<file path="config.mk">
export PLATFORM = sky130hd
export DESIGN_NAME = deadband_pwm3
export DESIGN_NICKNAME = d
export VERILOG_FILES = /design/src/rtl/dbp_pkg.sv /design/src/rtl/dbp_cfg.sv /design/src/rtl/dbp_chan.sv /design/src/rtl/dbp_route.sv /design/src/rtl/deadband_pwm3.sv
export SDC_FILE = /design/constraint.sdc
export NUM_CORES = 1
export LEC_CHECK = 0
export ABC_AREA = 1
export BUFFER_PORTS_ARGS = -buffer_cell sky130_fd_sc_hd__buf_2
export CAP_MARGIN = 20
export CORE_MARGIN = 2
export CORE_UTILIZATION = 60
export DETAILED_ROUTE_END_ITERATION = 8
export PLACE_DENSITY = 0.82
export SYNTH_ARGS = -nofsm -noshare
export SYNTH_HDL_FRONTEND = slang
export SYNTH_SLANG_ARGS = --single-unit
</file>
<file path="constraint.sdc">
create_clock -name clk -period 2.65 [get_ports clk]
set_clock_uncertainty 0.05 [all_clocks]
set_input_delay 0.1325 -clock clk [delete_from_list [all_inputs] [get_ports clk]]
set_output_delay 0.1325 -clock clk [all_outputs]
set_load 0.1 [all_outputs]
</file>
<file path="src/rtl/dbp_pkg.sv">
package dbp_pkg;
  localparam int DBP_NCH = 3;
  localparam int DBP_DTW = 10;

  typedef enum logic {
    PH_STEADY = 1'b0,
    PH_GAP    = 1'b1
  } gap_phase_e;
endpackage

</file>
<file path="src/rtl/dbp_cfg.sv">
module dbp_cfg
  import dbp_pkg::*;
#(
  parameter int NCH = DBP_NCH,
  parameter int DTW = DBP_DTW,
  localparam int WW = NCH * DTW,
  localparam int PW = 2 * NCH
) (
  input  logic                     clk,
  input  logic                     rst,
  input  logic                     dt_wr,
  input  logic [WW-1:0]            dt_wdata,
  input  logic                     ac_mode,
  input  logic                     pat_wr,
  input  logic [PW-1:0]            pat_wdata,
  input  logic                     period_start,
  output logic [NCH-1:0][DTW-1:0]  dt_ch,
  output logic [PW-1:0]            pat_live
);
  logic [WW-1:0] dt_q;
  logic [PW-1:0] pat_shadow;

  always_ff @(posedge clk) begin
    if (rst) dt_q <= {WW{1'b1}};
    else if (dt_wr) dt_q <= dt_wdata;
  end

  always_ff @(posedge clk) begin
    if (rst) begin
      pat_shadow <= '0;
      pat_live   <= '0;
    end else begin
      if (pat_wr) pat_shadow <= pat_wdata;
      if (period_start) pat_live <= pat_wr ? pat_wdata : pat_shadow;
    end
  end

  for (genvar i = 0; i < NCH; i++) begin : g_sel
    if (i == 0) begin : g_base
      assign dt_ch[i] = dt_q[DTW-1:0];
    end else begin : g_shared
      assign dt_ch[i] = ac_mode ? dt_q[DTW-1:0] : dt_q[i*DTW +: DTW];
    end
  end

  // the live mask only moves on a period-start cycle
  a_r9_mask_hold: assert property (@(posedge clk) disable iff (rst)
    !period_start |=> $stable(pat_live));
  // a write on the transfer cycle is the value taken
  a_r9_same_cycle: assert property (@(posedge clk) disable iff (rst)
    (period_start && pat_wr) |=> pat_live == $past(pat_wdata));
endmodule

</file>
<file path="src/rtl/dbp_chan.sv">
module dbp_chan
  import dbp_pkg::*;
#(
  parameter int DTW = DBP_DTW
) (
  input  logic           clk,
  input  logic           rst,
  input  logic           en,
  input  logic           cmd,
  input  logic [DTW-1:0] dt,
  output logic           a_q,
  output logic           b_q
);
  localparam logic [DTW-1:0] CNT_ONE = DTW'(1);

  gap_phase_e     phase;
  logic [DTW-1:0] cnt;
  logic           tgt;

  always_ff @(posedge clk) begin
    if (rst) begin
      a_q   <= 1'b0;
      b_q   <= 1'b0;
      phase <= PH_STEADY;
      cnt   <= '0;
      tgt   <= 1'b0;
    end else if (!en) begin
      a_q   <= cmd;
      b_q   <= !cmd;
      phase <= PH_STEADY;
      cnt   <= '0;
      tgt   <= cmd;
    end else if (phase == PH_GAP) begin
      if (cmd != tgt) begin
        tgt <= cmd;
        cnt <= dt;
      end else if (cnt == '0) begin
        phase <= PH_STEADY;
        a_q   <= tgt;
        b_q   <= !tgt;
      end else begin
        cnt <= cnt - CNT_ONE;
      end
    end else begin
      if ((cmd && b_q) || (!cmd && a_q)) begin
        a_q   <= 1'b0;
        b_q   <= 1'b0;
        phase <= PH_GAP;
        cnt   <= dt;
        tgt   <= cmd;
      end else if (!a_q && !b_q) begin
        a_q <= cmd;
        b_q <= !cmd;
        tgt <= cmd;
      end
    end
  end

  // the pair is never active together
  a_r5_exclusive: assert property (@(posedge clk) disable iff (rst)
    a_q |-> !b_q);
  // both outputs stay passive while the gap counter runs
  a_r3_gap_passive: assert property (@(posedge clk) disable iff (rst)
    (phase == PH_GAP) |-> (!a_q && !b_q));
  // a bypassed channel follows its command one clock later
  a_r2_bypass: assert property (@(posedge clk) disable iff (rst)
    !en |=> (a_q == $past(cmd)) && (b_q == !$past(cmd)));
endmodule

</file>
<file path="src/rtl/dbp_route.sv">
module dbp_route
  import dbp_pkg::*;
#(
  parameter int NCH = DBP_NCH,
  localparam int PW = 2 * NCH
) (
  input  logic           clk,
  input  logic           rst,
  input  logic           dc_mode,
  input  logic [PW-1:0]  pat_live,
  input  logic [NCH-1:0] core_a,
  input  logic [NCH-1:0] core_b,
  output logic [NCH-1:0] out_a,
  output logic [NCH-1:0] out_b
);
  for (genvar i = 0; i < NCH; i++) begin : g_pin
    always_ff @(posedge clk) begin
      if (rst) begin
        out_a[i] <= 1'b0;
        out_b[i] <= 1'b0;
      end else if (dc_mode) begin
        out_a[i] <= pat_live[2*i]   & core_a[0];
        out_b[i] <= pat_live[2*i+1] & core_a[0];
      end else begin
        out_a[i] <= core_a[i];
        out_b[i] <= core_b[i];
      end
    end
  end

  // no overlap on the pins outside DC mode
  a_r5_pin_overlap: assert property (@(posedge clk) disable iff (rst)
    !dc_mode |=> (out_a & out_b) == '0);
  // pins left out of the mask stay passive in DC mode
  a_r8_masked_off: assert property (@(posedge clk) disable iff (rst)
    (dc_mode && pat_live[0] == 1'b0) |=> !out_a[0]);
endmodule

</file>
<file path="src/rtl/deadband_pwm3.sv">
module deadband_pwm3
  import dbp_pkg::*;
#(
  parameter int NCH = DBP_NCH,
  parameter int DTW = DBP_DTW,
  localparam int WW = NCH * DTW,
  localparam int PW = 2 * NCH
) (
  input  logic           clk,
  input  logic           rst,
  input  logic [NCH-1:0] chan_cmd,
  input  logic [NCH-1:0] dt_en,
  input  logic           dt_wr,
  input  logic [WW-1:0]  dt_wdata,
  input  logic           ac_mode,
  input  logic           dc_mode,
  input  logic           pat_wr,
  input  logic [PW-1:0]  pat_wdata,
  input  logic           period_start,
  output logic [NCH-1:0] out_a,
  output logic [NCH-1:0] out_b
);
  logic [NCH-1:0][DTW-1:0] dt_ch;
  logic [PW-1:0]           pat_live;
  logic [NCH-1:0]          core_a;
  logic [NCH-1:0]          core_b;

  dbp_cfg #(.NCH(NCH), .DTW(DTW)) u_cfg (
    .clk(clk), .rst(rst), .dt_wr(dt_wr), .dt_wdata(dt_wdata),
    .ac_mode(ac_mode), .pat_wr(pat_wr), .pat_wdata(pat_wdata),
    .period_start(period_start), .dt_ch(dt_ch), .pat_live(pat_live)
  );

  for (genvar i = 0; i < NCH; i++) begin : g_ch
    dbp_chan #(.DTW(DTW)) u_chan (
      .clk(clk), .rst(rst), .en(dt_en[i]), .cmd(chan_cmd[i]),
      .dt(dt_ch[i]), .a_q(core_a[i]), .b_q(core_b[i])
    );
  end

  dbp_route #(.NCH(NCH)) u_route (
    .clk(clk), .rst(rst), .dc_mode(dc_mode), .pat_live(pat_live),
    .core_a(core_a), .core_b(core_b), .out_a(out_a), .out_b(out_b)
  );

  // reset leaves every output passive
  a_r1_reset_passive: assert property (@(posedge clk)
    rst |=> (out_a == '0) && (out_b == '0));
endmodule

</file>
Word-level counts from Yosys, hierarchy flattened
Index checks and enable logic that the tools add are counted.
{"block": "word_totals", "reg_bits": 90, "output_inout_bits": 6, "wordCells": 177}
{"block": "classes", "add_sub_neg": 3, "eq_ne": 18, "mux": 81, "bitwise_logic": 9, "reduce_logical": 42}
{"operator": "10-bit two-way mux", "count": 14}
{"operator": "1-bit two-way mux", "count": 66}
{"operator": "3-bit != test, second input constant", "count": 12}
{"operator": "10-bit logical NOT", "count": 3}
{"operator": "10-bit by 1-bit subtractor with 10-bit output, second input constant", "count": 3}
{"operator": "1-bit logical NOT", "count": 12}
{"operator": "4-bit by 1-bit != test with 1-bit output, second input constant", "count": 3}
{"operator": "2-bit AND reduction", "count": 6}
{"operator": "1-bit logical AND", "count": 9}
{"operator": "3-bit AND reduction", "count": 3}
{"operator": "1-bit bitwise AND", "count": 6}
{"operator": "6-bit two-way mux", "count": 1}
{"operator": "2-bit nonzero test", "count": 3}
{"operator": "2-bit OR reduction", "count": 3}
{"operator": "1-bit logical OR", "count": 3}
{"operator": "1-bit != test", "count": 3}
{"operator": "1-bit inverter", "count": 3}

Logic depth before layout (Yosys ltp)
{"block": "logic_depth", "depth_word": 6, "depth_mapped": 13}

Modules after synthesis
From an unflattened synthesis, not the netlist that was laid out.
{"block": "hier_totals", "hier_cells": 714, "area_unflattened_um2": 4895.9}
{"mod": "dbp_chan", "n_inst": 3, "cells_per_inst": 151, "area_each_um2": 968.4, "seq_area_each_um2": 280.3}
{"mod": "dbp_cfg", "n_inst": 1, "cells_per_inst": 237, "area_each_um2": 1785.5, "seq_area_each_um2": 840.8}
{"mod": "dbp_route", "n_inst": 1, "cells_per_inst": 24, "area_each_um2": 205.2, "seq_area_each_um2": 120.1}

Worst setup path before layout
No wires, ideal clock.
{"block": "synth_path", "kind": "register to register", "start": "register g_ch[1].u_chan.cnt[0]", "end": "register g_ch[1].u_chan.cnt[7]", "setup_ps": 113, "t_arrival_ps": 1327, "required_ps": 2487, "slack_ps": 1160, "path_stages_with_launch": 14, "synth_period_minus_slack_ps": 1490, "path_cell_list": "dfxtp_1 > inv_1 > ha_1 > inv_1 > nor2_1 > nand3_1 > inv_1 > nand2_2 > nand2_4 > nand2_8 > nand2_4 > inv_4 > nand3_1 > nand2_1"}
{"block": "synth_via", "elab_chain_cells": 4, "elab_cells_between_ends": 7, "classes_between": "add/sub (1); eq/ne (1); mux (3); reduce/logical (2)"}
{"item": "start, declared", "line": "dbp_chan.sv:17", "rtl": "logic [DTW-1:0] cnt;"}
{"item": "start signal, assigned", "line": "dbp_chan.sv:36", "rtl": "cnt <= dt;"}
{"item": "start signal, assigned", "line": "dbp_chan.sv:42", "rtl": "cnt <= cnt - CNT_ONE;"}
{"item": "start signal, assigned", "line": "dbp_chan.sv:49", "rtl": "cnt <= dt;"}
{"item": "10-bit by 1-bit subtractor with 10-bit output", "line": "dbp_chan.sv:42"}
{"item": "10-bit two-way mux", "line": "dbp_chan.sv:37", "rtl": "end else if (cnt == '0) begin"}
{"item": "10-bit two-way mux", "line": "dbp_chan.sv:34", "rtl": "if (cmd != tgt) begin"}
{"item": "10-bit two-way mux", "line": "dbp_chan.sv:33", "rtl": "end else if (phase == PH_GAP) begin"}
Parallel ways exist; a longest one is shown, timed or not. The select of a mux whose other input is x is not followed.
A chain may end at the register's enable or synchronous reset.

Worst setup path after layout
{"block": "layout_path", "start": "register g_ch[0].u_chan.cnt[0]", "end": "register g_ch[0].u_chan.cnt[9]"}
{"block": "layout_via", "elab_chain_cells": 4, "elab_cells_between_ends": 7, "classes_between": "add/sub (1); eq/ne (1); mux (3); reduce/logical (2)"}
{"item": "start, declared", "line": "dbp_chan.sv:17"}
{"item": "start signal, assigned", "line": "dbp_chan.sv:36"}
{"item": "start signal, assigned", "line": "dbp_chan.sv:42"}
{"item": "start signal, assigned", "line": "dbp_chan.sv:49"}
{"item": "10-bit by 1-bit subtractor with 10-bit output", "line": "dbp_chan.sv:42"}
{"item": "10-bit two-way mux", "line": "dbp_chan.sv:37"}
{"item": "10-bit two-way mux", "line": "dbp_chan.sv:34"}
{"item": "10-bit two-way mux", "line": "dbp_chan.sv:33"}
Parallel ways exist; a longest one is shown, timed or not. The select of a mux whose other input is x is not followed.

==> reports/qor.txt <==
Final TNS setup - 0 ns
Syn nets - 723
Number of flops mapped to enable cells by yosys - 0
Via density - 5.391
Share of cells above drive strength 1 - 13.38%
RSZ-0062 raised after global routing - no
Post-Layout Cell Count - 854
Startpoint Class - flop
# setup viols final - 0
Crit path arrival time - 2.04 ns
Xor and xnor area share after synthesis - 1.359%
DP Cell Count - 803
Initial DRC Count - 292
Final min period - 1.798 ns
Synth top area share - 39.94%
Clock-pin slew on the worst setup and hold paths - 0.09 ns
Core ar. - 7253 um2
Total setup buffers inserted after CTS - 0
Status - complete, no violations
Root Driver - clkbuf_8
Die height - 90.71 um
Routed Wire Length - 11080 um
Wire length per cell - 12.98 um
Post-Synth Adder-Cell Area - 0.8322%
Num ports - 55
Crit. End Element - flop
Asr flop ratio synth - 0%
Slew headroom - 59.65%
Max-cap violations - 0
Worst IR Drop VDD - 0.3962 mV
Gpl congestion - 0.9358
Post-synth top cells - nand2_1 (202), dfxtp_1 (90), inv_1 (64), nand3_1 (64), nor2_1 (64)
Synth Flop Type - dfxtp_1
Clock Sink Count - 90
Hold crit path type - in2reg
Initial antenna violation count - 0
Initial Utilization - 62.19%
Hold WS - 0.007197 ns
Req. time, crit path - 2.89 ns
Post-Synthesis Cells - 671
Complex-gate fraction of the synthesized area - 13.65%
Largest net degree at the start of global routing - 40
Yosys top cell by area - dfxtp_1
Synth warn - 0
# rows - 31
Tot GR Track Use - 27.88%
First-pass GRT wire length - 19000 um
Final hold violation count - 0
Synthesized cell area - 4511 um2
Final ANT Viol Nets - 0
H-tree depth - 3
Post-synthesis sequential area ratio - 39.94%
Worst-margin pin slew - 0.6046 ns
Syn-to-layout area delta - 18.28%
Ant diodes - 0
Via Count - 4604
CTS tree - built
Die ar. - 8227 um2
Initial DRT Pass Iterations - 5
Top area cells in the synthesized netlist - dfxtp_1 (40%), nand2_1 (17%), nand3_1 (7.1%)
Post-DP HPWL - 7549 um
Pwr/cell area - 581.3 nW/um2
Port buffer count - 54
Simple-gate area share of the yosys netlist - 34.62%
Syn avg cell area - 6.722 um2
Flops & latches, synth - 90
Remaining Overflow, GRT - 0
FMAX - 0.5562 GHz
CTS max path bufs - 2
Leak Pwr - 2.657 nW
Clock latency on the worst-skew pair - 0.36 ns
Nets@finish - 802
Yosys cell types - 37
Die Width - 90.71 um
TritonCTS buffer count - 9
Pins Over Slew Limit - 0
Fin crit share - 67.85%
Mux cell area share after synthesis - 1.331%
Critical path type - reg2reg
Vias in the first global route - 4326
Critical path fanouts, max - 12
Residual DRC count - 0
Most common cell in the netlist - nand2_1
Largest family of logic cells by synthesized area - simple AND/OR/NAND/NOR gates
-- what timing repair did --
item                      CTS  global route
hold endpoints to repair   35             0
hold buffers               35             0
resized for setup           0             0
-- critical path, stage by stage, from the launching register on --
cell and delay, ns:
dfxtp_1 0.33, inv_1 0.10, ha_1 0.23, nand3_2 0.14, nor2_2 0.12, nand2_1 0.08
nand2_1 0.07, nand2_2 0.17, inv_1 0.23, nand2_1 0.08, a21oi_1 0.14
-- metal layers --
| layer | GRT usage [%] | part of all wire (%) |
|---|---|---|
| met1 | 35.29 | 45 |
| met2 | 47.89 | 48 |
| met3 | 5.593 | 6.0 |
| met4 | 8.333 | 1.7 |
| met5 | 0 | 0 |
-- path summary, 6_finish.rpt --
| path | start | end | slack (ns) | cells after the start |
|---|---|---|---|---|
| min | pat_wdata[0] | u_cfg.pat_shadow[0] | 0.007 | 3 |
| max | g_ch[0].u_chan.cnt[0] | g_ch[0].u_chan.cnt[9] | 0.85 | 10 |
| min reg2reg | g_ch[1].u_chan.cnt[1] | g_ch[1].u_chan.cnt[1] | 0.41 | 2 |
| max reg2reg | g_ch[0].u_chan.cnt[0] | g_ch[0].u_chan.cnt[9] | 0.85 | 10 |
-- cells by family after synthesis --
kind of cell | after synthesis
simple gates | 357
flops | 90
mux | 6
compound gates | 115
buf+inv | 93
fa+ha+maj | 3
xor+xnor | 7
-- layout by cell type, fill, tap and decap left out, types with 2 or more instances in the layout --
cell type / n
nor2_8: 2
ha_1: 3
nor2_2: 6
o22ai_1: 3
inv_2: 4
buf_4: 2
nor2_1: 64
nand2_1: 202
inv_1: 64
nand2_4: 3
buf_2: 54
dlygate4sd3_1: 35
a21oi_1: 34
o21ai_1: 11
o211ai_1: 10
clkinv_2: 2
mux2i_1: 6
clkbuf_1: 2
nand3_2: 4
clkbuf_8: 10
xnor2_1: 4
clkinv_4: 2
dfxtp_1: 90
o21ai_0: 53
nand3_1: 64
xor2_1: 3
nand2_2: 6
-- power breakdown --
| part | internal, mW | total [mW] | switching [mW] |
|---|---|---|---|
| Clock | 0.368 | 0.837 | 0.469 |
| Sequential | 1.45 | 1.53 | 0.0803 |
| Combinational | 0.272 | 0.732 | 0.460 |
| Total | 2.09 | 3.10 | 1.01 |
-- metrics by stage --
step	utilization (%)	instance area [um2]	power (mW)	setup WS, ns
floorplan	-	4511	2.078	1.160
global placement	66.34	4812	2.216	0.9532
detailed placement	66.34	4812	2.238	0.8966
CTS	73.56	5335	3.100	0.8718
global route	73.56	5335	3.282	0.6600
finish	73.56	5335	3.101	0.8521
-- area by class of cell --
class / count / area (um2)
repair buffers: 91 / 635.6
clock buffers: 12 / 145.1
multi-input cells: 488 / 2336
flip-flops and latches: 90 / 1802
fillers: 573 / 1918
clock inverters: 4 / 27.53
well taps: 99 / 123.9
inverters: 70 / 265.3
-- sequential cells by signal, indices dropped and copies added, names as in the netlist --
name,cells
g_ch.u_chan.a_q,3
g_ch.u_chan.b_q,3
g_ch.u_chan.cnt,30
g_ch.u_chan.phase,3
g_ch.u_chan.tgt,3
u_cfg.dt_q,30
u_cfg.pat_live,6
u_cfg.pat_shadow,6
u_route.out_a,3
u_route.out_b,3
(Power assumes the default switching activity.)
